===== src/rtl/ts_pkg.sv =====
package ts_pkg;
  // Encoding of the two controller reset bits
  typedef enum logic [1:0] {
    CTL_RUN   = 2'b00,
    CTL_HOLDA = 2'b01,
    CTL_HOLDB = 2'b10,
    CTL_CLEAR = 2'b11
  } ctl_e;

  // Decide whether a finished transfer is stamped
  function automatic logic stamp_wanted(input logic lb, input logic tx,
                                        input logic rx, input logic free);
    if (lb) return rx & free;
    return tx | rx;
  endfunction
endpackage


===== src/rtl/ts_prescaler.sv =====
module ts_prescaler #(
  parameter int PRE_W = 2
) (
  input  logic             clk,
  input  logic             rst,
  input  logic             clr,
  input  logic             run,
  input  logic             tick_in,
  input  logic [PRE_W-1:0] sel,
  output logic             step
);
  logic [PRE_W-1:0] phase;
  logic             last;

  assign last = (phase >= sel);
  assign step = run & tick_in & last;

  always_ff @(posedge clk) begin
    if (rst || clr) begin
      phase <= '0;
    end else if (run && tick_in) begin
      if (last) phase <= '0;
      else      phase <= phase + PRE_W'(1);
    end
  end
endmodule


===== src/rtl/ts_counter.sv =====
module ts_counter #(
  parameter int CNT_W = 16
) (
  input  logic             clk,
  input  logic             rst,
  input  logic             clr,
  input  logic             step,
  output logic [CNT_W-1:0] value
);
  always_ff @(posedge clk) begin
    if (rst || clr)  value <= '0;
    else if (step)   value <= value + CNT_W'(1);
  end
endmodule


===== src/rtl/ts_capture.sv =====
module ts_capture #(
  parameter int CNT_W  = 16,
  parameter int SLOT_W = 5
) (
  input  logic              clk,
  input  logic              rst,
  input  logic              fire,
  input  logic [CNT_W-1:0]  now,
  input  logic [SLOT_W-1:0] slot,
  output logic              wr_vld,
  output logic [SLOT_W-1:0] wr_slot,
  output logic [CNT_W-1:0]  wr_data
);
  always_ff @(posedge clk) begin
    if (rst) begin
      wr_vld  <= 1'b0;
      wr_slot <= '0;
      wr_data <= '0;
    end else begin
      wr_vld <= fire;
      if (fire) begin
        wr_slot <= slot;
        wr_data <= now;
      end
    end
  end
endmodule


===== src/rtl/ts_stamp_top.sv =====
module ts_stamp_top #(
  parameter int CNT_W  = 16,
  parameter int SLOT_W = 5,
  parameter int PRE_W  = 2
) (
  input  logic              clk,
  input  logic              rst,
  input  logic              bit_tick,
  input  logic [PRE_W-1:0]  pre_sel,
  input  logic [1:0]        ctl_rst,
  input  logic              cnt_clr,
  input  logic              loopback,
  input  logic              tx_done,
  input  logic              rx_done,
  input  logic [SLOT_W-1:0] slot_idx,
  input  logic              slot_free,
  output logic [CNT_W-1:0]  count,
  output logic              stamp_vld,
  output logic [SLOT_W-1:0] stamp_slot,
  output logic [CNT_W-1:0]  stamp_data
);
  import ts_pkg::*;

  ctl_e ctl;
  logic run, clr, step, fire;

  assign ctl  = ctl_e'(ctl_rst);
  assign run  = (ctl == CTL_RUN);
  assign clr  = (ctl == CTL_CLEAR) | cnt_clr;
  assign fire = stamp_wanted(loopback, tx_done, rx_done, slot_free);

  ts_prescaler #(.PRE_W(PRE_W)) u_pre (
    .clk(clk), .rst(rst), .clr(clr), .run(run),
    .tick_in(bit_tick), .sel(pre_sel), .step(step)
  );

  ts_counter #(.CNT_W(CNT_W)) u_cnt (
    .clk(clk), .rst(rst), .clr(clr), .step(step), .value(count)
  );

  ts_capture #(.CNT_W(CNT_W), .SLOT_W(SLOT_W)) u_cap (
    .clk(clk), .rst(rst), .fire(fire), .now(count), .slot(slot_idx),
    .wr_vld(stamp_vld), .wr_slot(stamp_slot), .wr_data(stamp_data)
  );
endmodule


===== config.mk =====
export PLATFORM = sky130hd
export DESIGN_NAME = ts_stamp_top
export DESIGN_NICKNAME = d
export VERILOG_FILES = /design/src/rtl/ts_pkg.sv /design/src/rtl/ts_prescaler.sv /design/src/rtl/ts_counter.sv /design/src/rtl/ts_capture.sv /design/src/rtl/ts_stamp_top.sv
export SDC_FILE = /design/constraint.sdc
export NUM_CORES = 1
export LEC_CHECK = 0
export ABC_AREA = 1
export BUFFER_PORTS_ARGS = -buffer_cell sky130_fd_sc_hd__buf_4
export CAP_MARGIN = 20
export CORE_AREA = 4 4 67 69
export CTS_CLUSTER_DIAMETER = 30
export DETAILED_ROUTE_END_ITERATION = 16
export DIE_AREA = 0 0 71 73
export GPL_TIMING_DRIVEN = 0
export PLACE_DENSITY = 0.83
export SLEW_MARGIN = 25
export SYNTH_ARGS = -nofsm -noshare
export SYNTH_HDL_FRONTEND = slang
export SYNTH_SLANG_ARGS = --single-unit

===== constraint.sdc =====
create_clock -name clk -period 1.96 [get_ports clk]
set_clock_uncertainty 0.05 [all_clocks]
set_input_delay 0.392 -clock clk [delete_from_list [all_inputs] [get_ports clk]]
set_output_delay 0.392 -clock clk [all_outputs]
set_load 0.01 [all_outputs]

Word-level counts from Yosys, hierarchy flattened
Cells that the tools add are included.

word-level totals
  bits in registers = 40
  input bits = 17
  logic and storage cells = 21

cells by class
  reductions and logical operators = 3
  eq/ne operators = 1
  muxes and demuxes = 4
  magnitude comparators = 1
  bitwise gates (word level) = 5
  $add $sub $neg = 2

operators with widths
  operator                                                         number
  16-bit by 1-bit adder with 16-bit output, second input constant  1
  1-bit bitwise AND                                                3
  1-bit 2-to-1 mux                                                 3
  2-bit by 1-bit adder with 2-bit output, second input constant    1
  2-bit == test, second input constant                             1
  2-bit greater-or-equal comparator                                1
  2-bit logical NOT                                                1
  2-bit 2-to-1 mux                                                 1
  1-bit OR                                                         2
  1-bit logical AND                                                1
  1-bit logical OR                                                 1

Depth between registers and ports, before layout
Gate-level depths: netlist (run 1).

  depth after elaboration = 3
  mapped depth = 11

Modules after synthesis
Synthesis (run 1) repeated with hierarchy kept, for this count alone.

unflattened totals
  cell total of the unflattened synthesis = 290
  area, all modules = 1,898.1 µm²

modules (own cells, without submodules)
  module        times used  area an instance (µm²)  sequential area each (µm²)  cells an instance
  ts_capture    1           908.4                   440.4                       137
  ts_counter    1           792.0                   320.3                       117
  ts_prescaler  1           163.9                   40.0                        28
  ts_stamp_top  1           33.8                    0.0                         8

Worst setup path after synthesis (run 1)
No wires, ideal clock.

  path kind = input -> register
  from = input port pre_sel[1]
  to = register u_cnt.value[3]
  setup slack = 454 ps
  buffers on the path = 1
  arrival time = 1,339 ps
  required time = 1,793 ps
  stages = 9
  setup time = 117 ps
  cell sequence = inv_1 > ha_1 > nand2_1 > nand3_1 > nand2_4 > buf_6 > nor2_8 > xor2_1 > nor2_1

on the way
  longest elaborated chain between the ends = 2

ends and longest elaborated chain
  item                               line                source
  start: declaration                 ts_stamp_top.sv:9   input logic [PRE_W-1:0] pre_sel,
  2-bit greater-or-equal comparator  ts_prescaler.sv:15  assign last = (phase >= sel);
  1-bit bitwise AND                  ts_prescaler.sv:16  assign step = run & tick_in & last;
  end signal: assignment             ts_counter.sv:12    else if (step) value <= value + CNT_W'(1);
  end: declaration                   ts_counter.sv:8     output logic [CNT_W-1:0] value

No other way between the ends.
A chain may end at the register's enable or synchronous reset.

Worst setup path in the final report (run 1)
  from = register u_pre.phase[0]
  to = register u_cnt.value[3]

on the way
  longest elaborated chain between the ends = 2

ends and longest elaborated chain
  item                               line                source
  start: declaration                 ts_prescaler.sv:12  logic [PRE_W-1:0] phase;
  start signal: assignment           ts_prescaler.sv:23  else phase <= phase + PRE_W'(1);
  2-bit greater-or-equal comparator  ts_prescaler.sv:15
  1-bit bitwise AND                  ts_prescaler.sv:16

No other way between the ends.

==> results.py, run 1 <==
metrics = {
    "status": {
        "outcome": "finished clean",
    },
    "clock_network": {
        "clock_latency_ns": 0.29,
        "cts_root_buffer": "clkbuf_8",
        "cts_buffers": 5,
        "htreeDepth": 2,
        "ctsResizeCount": 0,
        "postCtsSetupRepairBufs": 0,
        "cts.path.max_buffers": 2,
        "clkTransAtPathRegs_ns": 0.07,
        "cts_tree": "built",
        "cts.sinks": 40,
        "postCtsHoldBufs": 0,
    },
    "sta": {
        "max_slew_margin_pct": 66.51,
        "grt_setup_unrepaired": "no",
        "whs_ns": 0.2090,
        "drv_slew": 0,
        "fin_setup_tns_ns": 0,
        "fin_crit_ns": 1.549,
        "finalHoldViolCount": 0,
        "setup_viol": 0,
        "fmax_mhz": 645.6,
        "fin_crit_sh_pct": 79.03,
        "tightest_slew_ns": 0.5024,
    },
    "cells_and_area": {
        "drive_above_1_share_pct": 25.00,
        "nets": 311,
        "num_antenna_cells": 0,
        "final_core_util_pct": 58.76,
        "syn_to_final_growth_pct": 33.38,
    },
    "critical_path": {
        "critical_path_class": "reg2reg",
        "r2r-start": "u_pre.phase[0]",
        "reg2reg_depth": 9,
        "r2r-end": "u_cnt.value[3]",
        "critPathMaxFanout": 10,
        "required_ns": 2.09,
        "worst-r2r-setup-slack_ns": 0.41,
        "cp-end-kind": "flip-flop",
        "critPathArrivalTime_ns": 1.68,
        "start_kind": "flip-flop",
    },
    "floorplan": {
        "core_area_sq_mm": 0.003914,
        "fp.dieH_microns": 73,
        "die_width_microns": 71,
        "row_count": 23,
        "pin_count": 55,
        "initial_core_util_pct": 44.05,
        "dieArea_sq_mm": 0.005183,
    },
    "synthesis": {
        "synth_seq_cells": 40,
        "ys.warnings.count": 0,
        "synth_top_family_by_area": "simple AND/OR/NAND/NOR gates",
        "synth_flop_cell": "dfxtp_1",
        "synthAdderAreaFrac_pct": 2.177,
        "synth_cells": 230,
        "synth.largest_area_cell": "dfxtp_1",
        "ys_seq_area_share_pct": 46.44,
        "synth_common_cells": "dfxtp_1, nor2_1, nand2_1, inv_1, o21ai_0",
        "synth_top_area_share_pct": 46.44,
        "synth.area.top_cells": "dfxtp_1, nor2_1, nand2_1, o21ai_0, a21oi_1",
        "syn_area_sq_mm": 0.001724,
        "ys_types": 23,
        "yosysMostFrequentCell": "dfxtp_1",
        "synth_edf_count": 0,
        "syn-num-nets": 250,
        "synth.area.mux_share_pct": 0,
        "synth_compound_area_share_pct": 14.22,
        "avgSynthCellArea_sq_um": 7.496,
        "synthSimpleGateAreaFrac_pct": 27.72,
        "async_reset_ff_share_pct": 0,
        "synth_xor_area_share_pct": 1.016,
    },
    "worst_hold_path": {
        "hp-class": "in2reg",
        "holdCritStartpoint": "rst",
        "worstHoldPathCells": 2,
        "min_to": "u_cap.wr_vld",
    },
    "routing": {
        "vias": 1626,
        "ant_nets": 0,
        "drt-total-wl_mm": 3.942,
        "wl_per_cell_microns": 11.53,
        "drcViolationCount": 0,
        "drt-vias-per-instance": 4.754,
        "drtIter0Drc": 65,
        "dr.pass1.iters": 4,
    },
    "place": {
        "portBuffers": 54,
        "dp.final_hpwl_mm": 3.057,
        "gp_congestion": 0.8277,
    },
    "global_routing": {
        "grtUsageTotal_pct": 16.10,
        "antenna_found_initial": 0,
        "overflow": 0,
        "grt_max_degree": 13,
        "grt_pass1_wl_mm": 6.796,
        "grt_pass1_vias": 1537,
    },
    "flow_run": {
        "maxCapViolCount": 0,
    },
    "power": {
        "p_leak_nw": 1.054,
        "p_per_area_mw_per_mm2": 737.7,
        "irDropWorstVdd_mv": 0.4705,
    },
}
[worst max-delay path by stage]
stage                         startpoint         endpoint  slack [ns]  cells after the start
after global placement        pre_sel[1]   u_cnt.value[3]        0.30                     10
after floorplan               pre_sel[1]   u_cnt.value[3]        0.45                      9
after CTS                 u_cnt.value[1]  u_cnt.value[12]        0.41                      9
after detailed placement      pre_sel[1]   u_cnt.value[3]        0.27                     10
after global routing      u_cnt.value[1]  u_cnt.value[12]        0.22                      9
final                     u_pre.phase[0]   u_cnt.value[3]        0.41                      9
[sequential cells by signal (all words and copies together) (netlist names)]
signal         count
u_cap.wr_data     16
u_cap.wr_slot      5
u_cap.wr_vld       1
u_cnt.value       16
u_pre.phase        2
[cell families (layout without fill, tap and decap cells)]
kind of cell,Yosys count,after routing
buffers and inverters,36,98
adder cells (fa/ha/maj),3,3
XOR/XNOR,2,2
flip-flops,40,40
AND/OR/NAND/NOR,100,100
AO/OA/AOI/OAI,49,49
[cell usage in the layout (no fill, tap or decap), types with 3 or more instances in the layout]
cell	n
inv_1	28
nand3_1	8
clkbuf_8	5
nor3_1	5
buf_4	54
dfxtp_1	40
nor2_1	39
ha_1	3
nand2_1	37
o21ai_0	26
clkbuf_1	5
a21oi_1	22
[final cells by class]
type,instances,area (sq um)
Multi-Input combinational cell,154,778.2
Inverter,29,108.9
Clock buffer,6,72.57
Buffer,7,36.28
Timing Repair Buffer,54,405.4
Clock inverter,2,35.03
Tap cell,50,62.56
Sequential cell,40,800.8
Fill cell,367,1614
[per-layer routing]
| metal | global-route usage [%] | vias up | share of wire, % |
|---|---|---|---|
| li1 | - | 857 | - |
| met1 | 21.20 | 714 | 46 |
| met2 | 26.16 | 50 | 46 |
| met3 | 4.821 | 5 | 8.0 |
| met4 | 3.549 | 0 | 0.79 |
| met5 | 0 | - | 0 |
[power by group]
part	switching [mW]	internal, mW	leakage, nW
Sequential	0.0145	0.844	0.327
Combinational	0.0983	0.0872	0.673
Clock	0.274	0.378	0.0552
[worst max-delay path, cell delays in order, from the launching register on]
cell and delay (ns):
dfxtp_1 0.35, inv_1 0.05, ha_1 0.27, nand2_1 0.04
nand3_1 0.11, nand2_4 0.08, buf_6 0.17, nor2_8 0.09
xor2_1 0.16, nor2_1 0.06
[per-stage QoR]
stage	instances	cell area (sq um)	total power [mW]	worst slack, ns
final	342	2300	1.696	0.4111
after floorplan	230	1724	0.9677	0.4539
after detailed placement	334	2192	1.066	0.2742
after global routing	342	2300	1.768	0.2214
after global placement	334	2192	1.061	0.2976
after CTS	342	2300	1.711	0.4116
Power figures use the tool's default switching activity.
==> run 2: changes to the inputs <==
clock period = 1.5 ns   (was 1.96 ns; I/O delays follow)
==> run 2 against run 1 <==
Against the previous run: sequential share of layout area shrank 1.3 points; count of clock-buffer cells in the layout is the same; clock power rose by 32%; worst setup slack got worse by 0.40 ns; first-iteration DRC count shrank 12%; wire length is 5.2% higher; critical endpoint unchanged; largest cell class is now multi-input combinational cells; largest power group unchanged; highest routed layer unchanged.
==> results.py, run 2 (synthesized netlist as in run 1, its figures left out) <==
metrics = {
    "status": {
        "outcome": "finished clean",
    },
    "place": {
        "dpl-instance-area_sq_mm": 0.002192,
        "portBuffers": 54,
        "gp_congestion": 0.8277,
        "place_inst": 334,
        "dp.final_hpwl_mm": 3.057,
    },
    "critical_path": {
        "cp-end-kind": "flip-flop",
        "r2r-end": "u_cnt.value[3]",
        "worst-r2r-setup-slack_ns": 0.01,
        "path_cells": "inv_2, ha_4, nand2_2, nand3_2, nand2_4, buf_12, nor2_8, xor2_1, nor2_1",
        "slowest_delay_ns": 0.35,
        "crit_buf_inv": 2,
        "critPathMaxFanout": 5,
        "start_kind": "flip-flop",
        "critPathArrivalTime_ns": 1.62,
        "required_ns": 1.63,
        "r2r-start": "u_pre.phase[0]",
        "path_delay_family": "simple AND/OR/NAND/NOR gates",
        "reg2reg_depth": 9,
        "critical_path_class": "reg2reg",
        "slowest_stage": "dfxtp_2",
    },
    "floorplan": {
        "pin_count": 55,
        "die_width_microns": 71,
        "row_count": 23,
        "initial_core_util_pct": 44.05,
        "core_area_sq_mm": 0.003914,
        "fp.dieH_microns": 73,
        "dieArea_sq_mm": 0.005183,
    },
    "clock_network": {
        "cts_root_buffer": "clkbuf_8",
        "cts_tree": "built",
        "clock_latency_ns": 0.29,
        "postCtsHoldBufs": 0,
        "cts_buffers": 5,
        "cts.path.max_buffers": 2,
        "clkTransAtPathRegs_ns": 0.08,
        "htreeDepth": 2,
        "cts.sinks": 40,
    },
    "routing": {
        "dr.pass1.iters": 4,
        "drcViolationCount": 0,
        "drt-total-wl_mm": 4.147,
        "drt-vias-per-instance": 4.789,
        "drtIter0Drc": 57,
        "wl_per_cell_microns": 11.99,
        "ant_nets": 0,
        "vias": 1657,
    },
    "global_routing": {
        "grtUsageTotal_pct": 16.24,
        "grt_max_degree": 13,
        "grt_pass1_vias": 1545,
        "overflow": 0,
        "antenna_found_initial": 0,
        "grt_pass1_wl_mm": 6.872,
    },
    "sta": {
        "fin_crit_sh_pct": 99.21,
        "setup_viol": 0,
        "finalHoldViolCount": 0,
        "grt_setup_unrepaired": "yes",
        "fmax_mhz": 672.0,
        "fin_crit_ns": 1.488,
        "whs_ns": 0.1173,
        "max_slew_margin_pct": 67.31,
        "drv_slew": 0,
        "tightest_slew_ns": 0.4904,
    },
    "worst_hold_path": {
        "min_to": "u_cap.wr_vld",
        "worstHoldPathCells": 2,
        "holdCritStartpoint": "rst",
        "hp-class": "in2reg",
    },
    "cells_and_area": {
        "syn_to_final_growth_pct": 40.49,
        "finalInstanceArea_sq_mm": 0.002422,
        "reg_top3": "u_cap.wr_data (16), u_cnt.value (16), u_cap.wr_slot (5)",
        "num_antenna_cells": 0,
        "final_common_cell": "buf_4",
        "final_core_util_pct": 61.89,
        "final_cells": 346,
        "final_cell_mix": "buf_4, nor2_1, nand2_1",
        "drive_above_1_share_pct": 32.09,
        "nets": 315,
    },
    "power": {
        "p_leak_nw": 1.097,
        "irDropWorstVdd_mv": 0.6358,
        "total_power_mw": 2.238,
        "p_per_area_mw_per_mm2": 923.7,
    },
    "flow_run": {
        "maxCapViolCount": 0,
    },
}
## run 2: cell types whose count changed in the layout (fill, tap and decap cells not counted), sizes merged
| cell | change |
|---|---|
| buf | +3 |
| clkbuf | +1 |
## run 2: routing by layer
layer	wire [microns]	global-route usage, %	up-vias
met5	0	0	-
met4	31	3.549	0
met3	329	4.821	6
met2	1936	26.36	54
met1	1849	21.46	728
li1	-	-	869
## run 2: power by group
part | internal (mW) | switching (mW) | total, mW
logic | 0.123 | 0.133 | 0.256
clock network | 0.494 | 0.367 | 0.861
registers | 1.10 | 0.0192 | 1.12
## run 2: worst max-delay path by stage
stage	startpoint	to	slack, ns	cells past startpoint
2_1_floorplan	u_pre.phase[0]	u_cnt.value[3]	0.07	9
3_3_place_gp	pre_sel[1]	u_cnt.value[3]	-0.07	10
3_5_place_dp	pre_sel[1]	u_cnt.value[3]	-0.09	10
4_1_cts	u_pre.phase[0]	u_cnt.value[3]	0.01	9
5_1_grt	u_pre.phase[0]	u_cnt.value[12]	-0.05	10
6_report	u_pre.phase[0]	u_cnt.value[3]	0.01	9
## run 2: final cells by class
class                           instances  area (sq um)
Inverter                               29         111.4
Clock inverter                          2         35.03
Fill cell                             348          1491
Timing Repair Buffer                   58         452.9
Tap cell                               50         62.56
Multi-Input combinational cell        154         830.8
Clock buffer                            6         72.57
Buffer                                  7         45.04
Sequential cell                        40         812.0
## run 2: metrics by stage
stage	TNS (ns)	worst slack, ns
floorplan	0	0.07469
global placement	-0.3278	-0.07036
detailed placement	-0.9370	-0.09380
CTS	0	0.01387
global route	-0.3373	-0.05464
finish	0	0.01184
## run 2: repair_timing
action                     CTS  global route
gates cloned                 0             1
resized for setup            5            18
setup endpoints to repair    7            15
pin swaps                    0             6
buffers inserted             0             3
==> run 3: changes to the inputs <==
CORE_AREA = 4 4 63 65   (was 4 4 67 69)
DIE_AREA = 0 0 67 69   (was 0 0 71 73)
PLACE_DENSITY = 0.91   (was 0.83)
clock period = 1.8 ns   (was 1.5 ns; I/O delays follow)
==> run 3 against run 2 <==
Against the previous run: critical path depth is the same; first-iteration DRC count up 120%; cell area is 7.0% lower; critical path type unchanged; highest routed layer unchanged.
==> results.py, run 3 (synthesized netlist as in run 1, its figures left out) <==
metrics = {
    "floorplan": {
        "row_count": 21,
        "core_area_sq_mm": 0.003337,
        "pin_count": 55,
        "die_width_microns": 67,
        "dieArea_sq_mm": 0.004623,
        "fp.dieH_microns": 69,
        "initial_core_util_pct": 51.67,
    },
    "routing": {
        "drt-total-wl_mm": 3.951,
        "drtIter0Drc": 125,
        "drcViolationCount": 0,
        "ant_nets": 0,
        "vias": 1663,
        "drt-vias-per-instance": 4.935,
        "wl_per_cell_microns": 11.72,
        "dr.pass1.iters": 4,
    },
    "place": {
        "portBuffers": 54,
        "dp.final_hpwl_mm": 2.975,
        "pre_cts_ws_ns": 0.1471,
        "gp_congestion": 0.8163,
    },
    "critical_path": {
        "r2r-start": "u_pre.phase[0]",
        "start_kind": "flip-flop",
        "r2r-end": "u_cnt.value[3]",
        "slowest_stage": "dfxtp_1",
        "critPathMaxFanout": 10,
        "cp-end-kind": "flip-flop",
        "worst-r2r-setup-slack_ns": 0.26,
        "required_ns": 2.00,
        "critical_path_class": "reg2reg",
        "slowest_delay_ns": 0.36,
        "crit_buf_inv": 2,
        "path_cells": "inv_1, ha_1, nand2_1, nand3_1, nand2_4, buf_6, nor2_8, xor2_1, nor2_1",
        "reg2reg_depth": 9,
        "path_delay_family": "simple AND/OR/NAND/NOR gates",
        "critPathArrivalTime_ns": 1.73,
    },
    "sta": {
        "setup_viol": 0,
        "setup_ws_ns": 0.2649,
        "grt_setup_unrepaired": "no",
        "drv_slew": 0,
        "whs_ns": 0.1141,
        "finalHoldViolCount": 0,
        "fin_crit_sh_pct": 85.28,
        "fmax_mhz": 651.4,
        "tightest_slew_ns": 0.5040,
        "fin_setup_tns_ns": 0,
        "fin_crit_ns": 1.535,
        "max_slew_margin_pct": 66.40,
    },
    "global_routing": {
        "top_usage_layer": "met2",
        "grt_max_degree": 12,
        "gr-usage-met1_pct": 22.74,
        "antenna_found_initial": 0,
        "overflow": 0,
        "grtUsageTotal_pct": 18.46,
        "grt_pass1_vias": 1553,
        "grt_pass1_wl_mm": 6.644,
        "gr-usage-met3_pct": 7.468,
        "met2_usage_pct": 28.38,
    },
    "cells_and_area": {
        "final_common_cell": "buf_4",
        "syn_to_final_growth_pct": 30.62,
        "final_cell_mix": "buf_4, dfxtp_1, nor2_1",
        "drive_above_1_share_pct": 25.09,
        "nets": 311,
        "reg_top3": "u_cap.wr_data (16), u_cnt.value (16), u_cap.wr_slot (5)",
        "nFillCells": 302,
        "final_core_util_pct": 67.49,
        "num_antenna_cells": 0,
    },
    "clock_network": {
        "cts.path.max_buffers": 2,
        "postCtsSetupRepairBufs": 0,
        "postCtsHoldBufs": 0,
        "cts_buffers": 5,
        "ctsResizeCount": 0,
        "cts.sinks": 40,
        "cts_root_buffer": "clkbuf_4",
        "clock_latency_ns": 0.34,
        "htreeDepth": 2,
        "clkTransAtPathRegs_ns": 0.11,
        "cts_tree": "built",
    },
    "power": {
        "irDropWorstVdd_mv": 0.4008,
        "p_per_area_mw_per_mm2": 723.6,
        "swShare_pct": 24.15,
        "total_power_mw": 1.630,
        "p_clk_share_pct": 30.2,
        "p_sw_mw": 0.3936,
        "internal_power_mw": 1.236,
        "pwr-share-seq_pct": 57.4,
        "combPwrFrac_pct": 12.4,
        "p_leak_nw": 1.037,
    },
    "worst_hold_path": {
        "worstHoldPathCells": 2,
        "holdCritStartpoint": "rst",
        "min_to": "u_cap.wr_vld",
        "hp-class": "in2reg",
    },
    "status": {
        "outcome": "finished clean",
    },
    "flow_run": {
        "maxCapViolCount": 0,
    },
}
[run 3: power by group through the flow]
stage / clock network (mW) / registers, mW / logic, mW
floorplan: 0 / 0.971 / 0.0823
global placement: 0 / 0.954 / 0.199
detailed placement: 0 / 0.956 / 0.203
CTS: 0.512 / 0.936 / 0.203
global route: 0.561 / 0.941 / 0.225
finish: 0.492 / 0.936 / 0.202
[run 3: how the worst max path moves through the flow]
stage	from	end	slack [ns]	cells after the start
6_report	u_pre.phase[0]	u_cnt.value[3]	0.26	9
2_1_floorplan	pre_sel[1]	u_cnt.value[3]	0.33	9
5_1_grt	u_pre.phase[0]	u_cnt.value[7]	0.12	9
3_5_place_dp	pre_sel[1]	u_cnt.value[13]	0.15	10
4_1_cts	u_pre.phase[0]	u_cnt.value[8]	0.25	8
3_3_place_gp	pre_sel[1]	u_cnt.value[3]	0.18	10
[run 3: through the flow]
step / cell area [sq um] / instances
floorplan: 1724 / 230
global placement: 2187 / 330
detailed placement: 2187 / 330
CTS: 2252 / 337
global route: 2252 / 337
finish: 2252 / 337
[run 3: routing by layer]
metal / part of all wire (%) / vias up
met5: 0 / -
met4: 1.6 / 0
met3: 8.3 / 7
met2: 47 / 56
met1: 43 / 738
li1: - / 862
[run 3: worst reg2reg max path, delay by kind of cell (launching register included)]
kind          cells  cell delay [ns]
simple gates      5             0.39
flops             1             0.36
buf+inv           2             0.22
xor+xnor          1             0.16
fa+ha+maj         1             0.27
[run 3: cell type report]
type / count / area (sq um) / area share, %
buffer: 7 / 36.28 / 1.611
sequential: 40 / 800.8 / 35.56
timing repair buffer: 54 / 405.4 / 18.00
tap: 46 / 57.56 / 2.556
clock buffer: 7 / 65.06 / 2.889
inverter: 29 / 108.9 / 4.833
multi-input combinational: 154 / 778.2 / 34.56
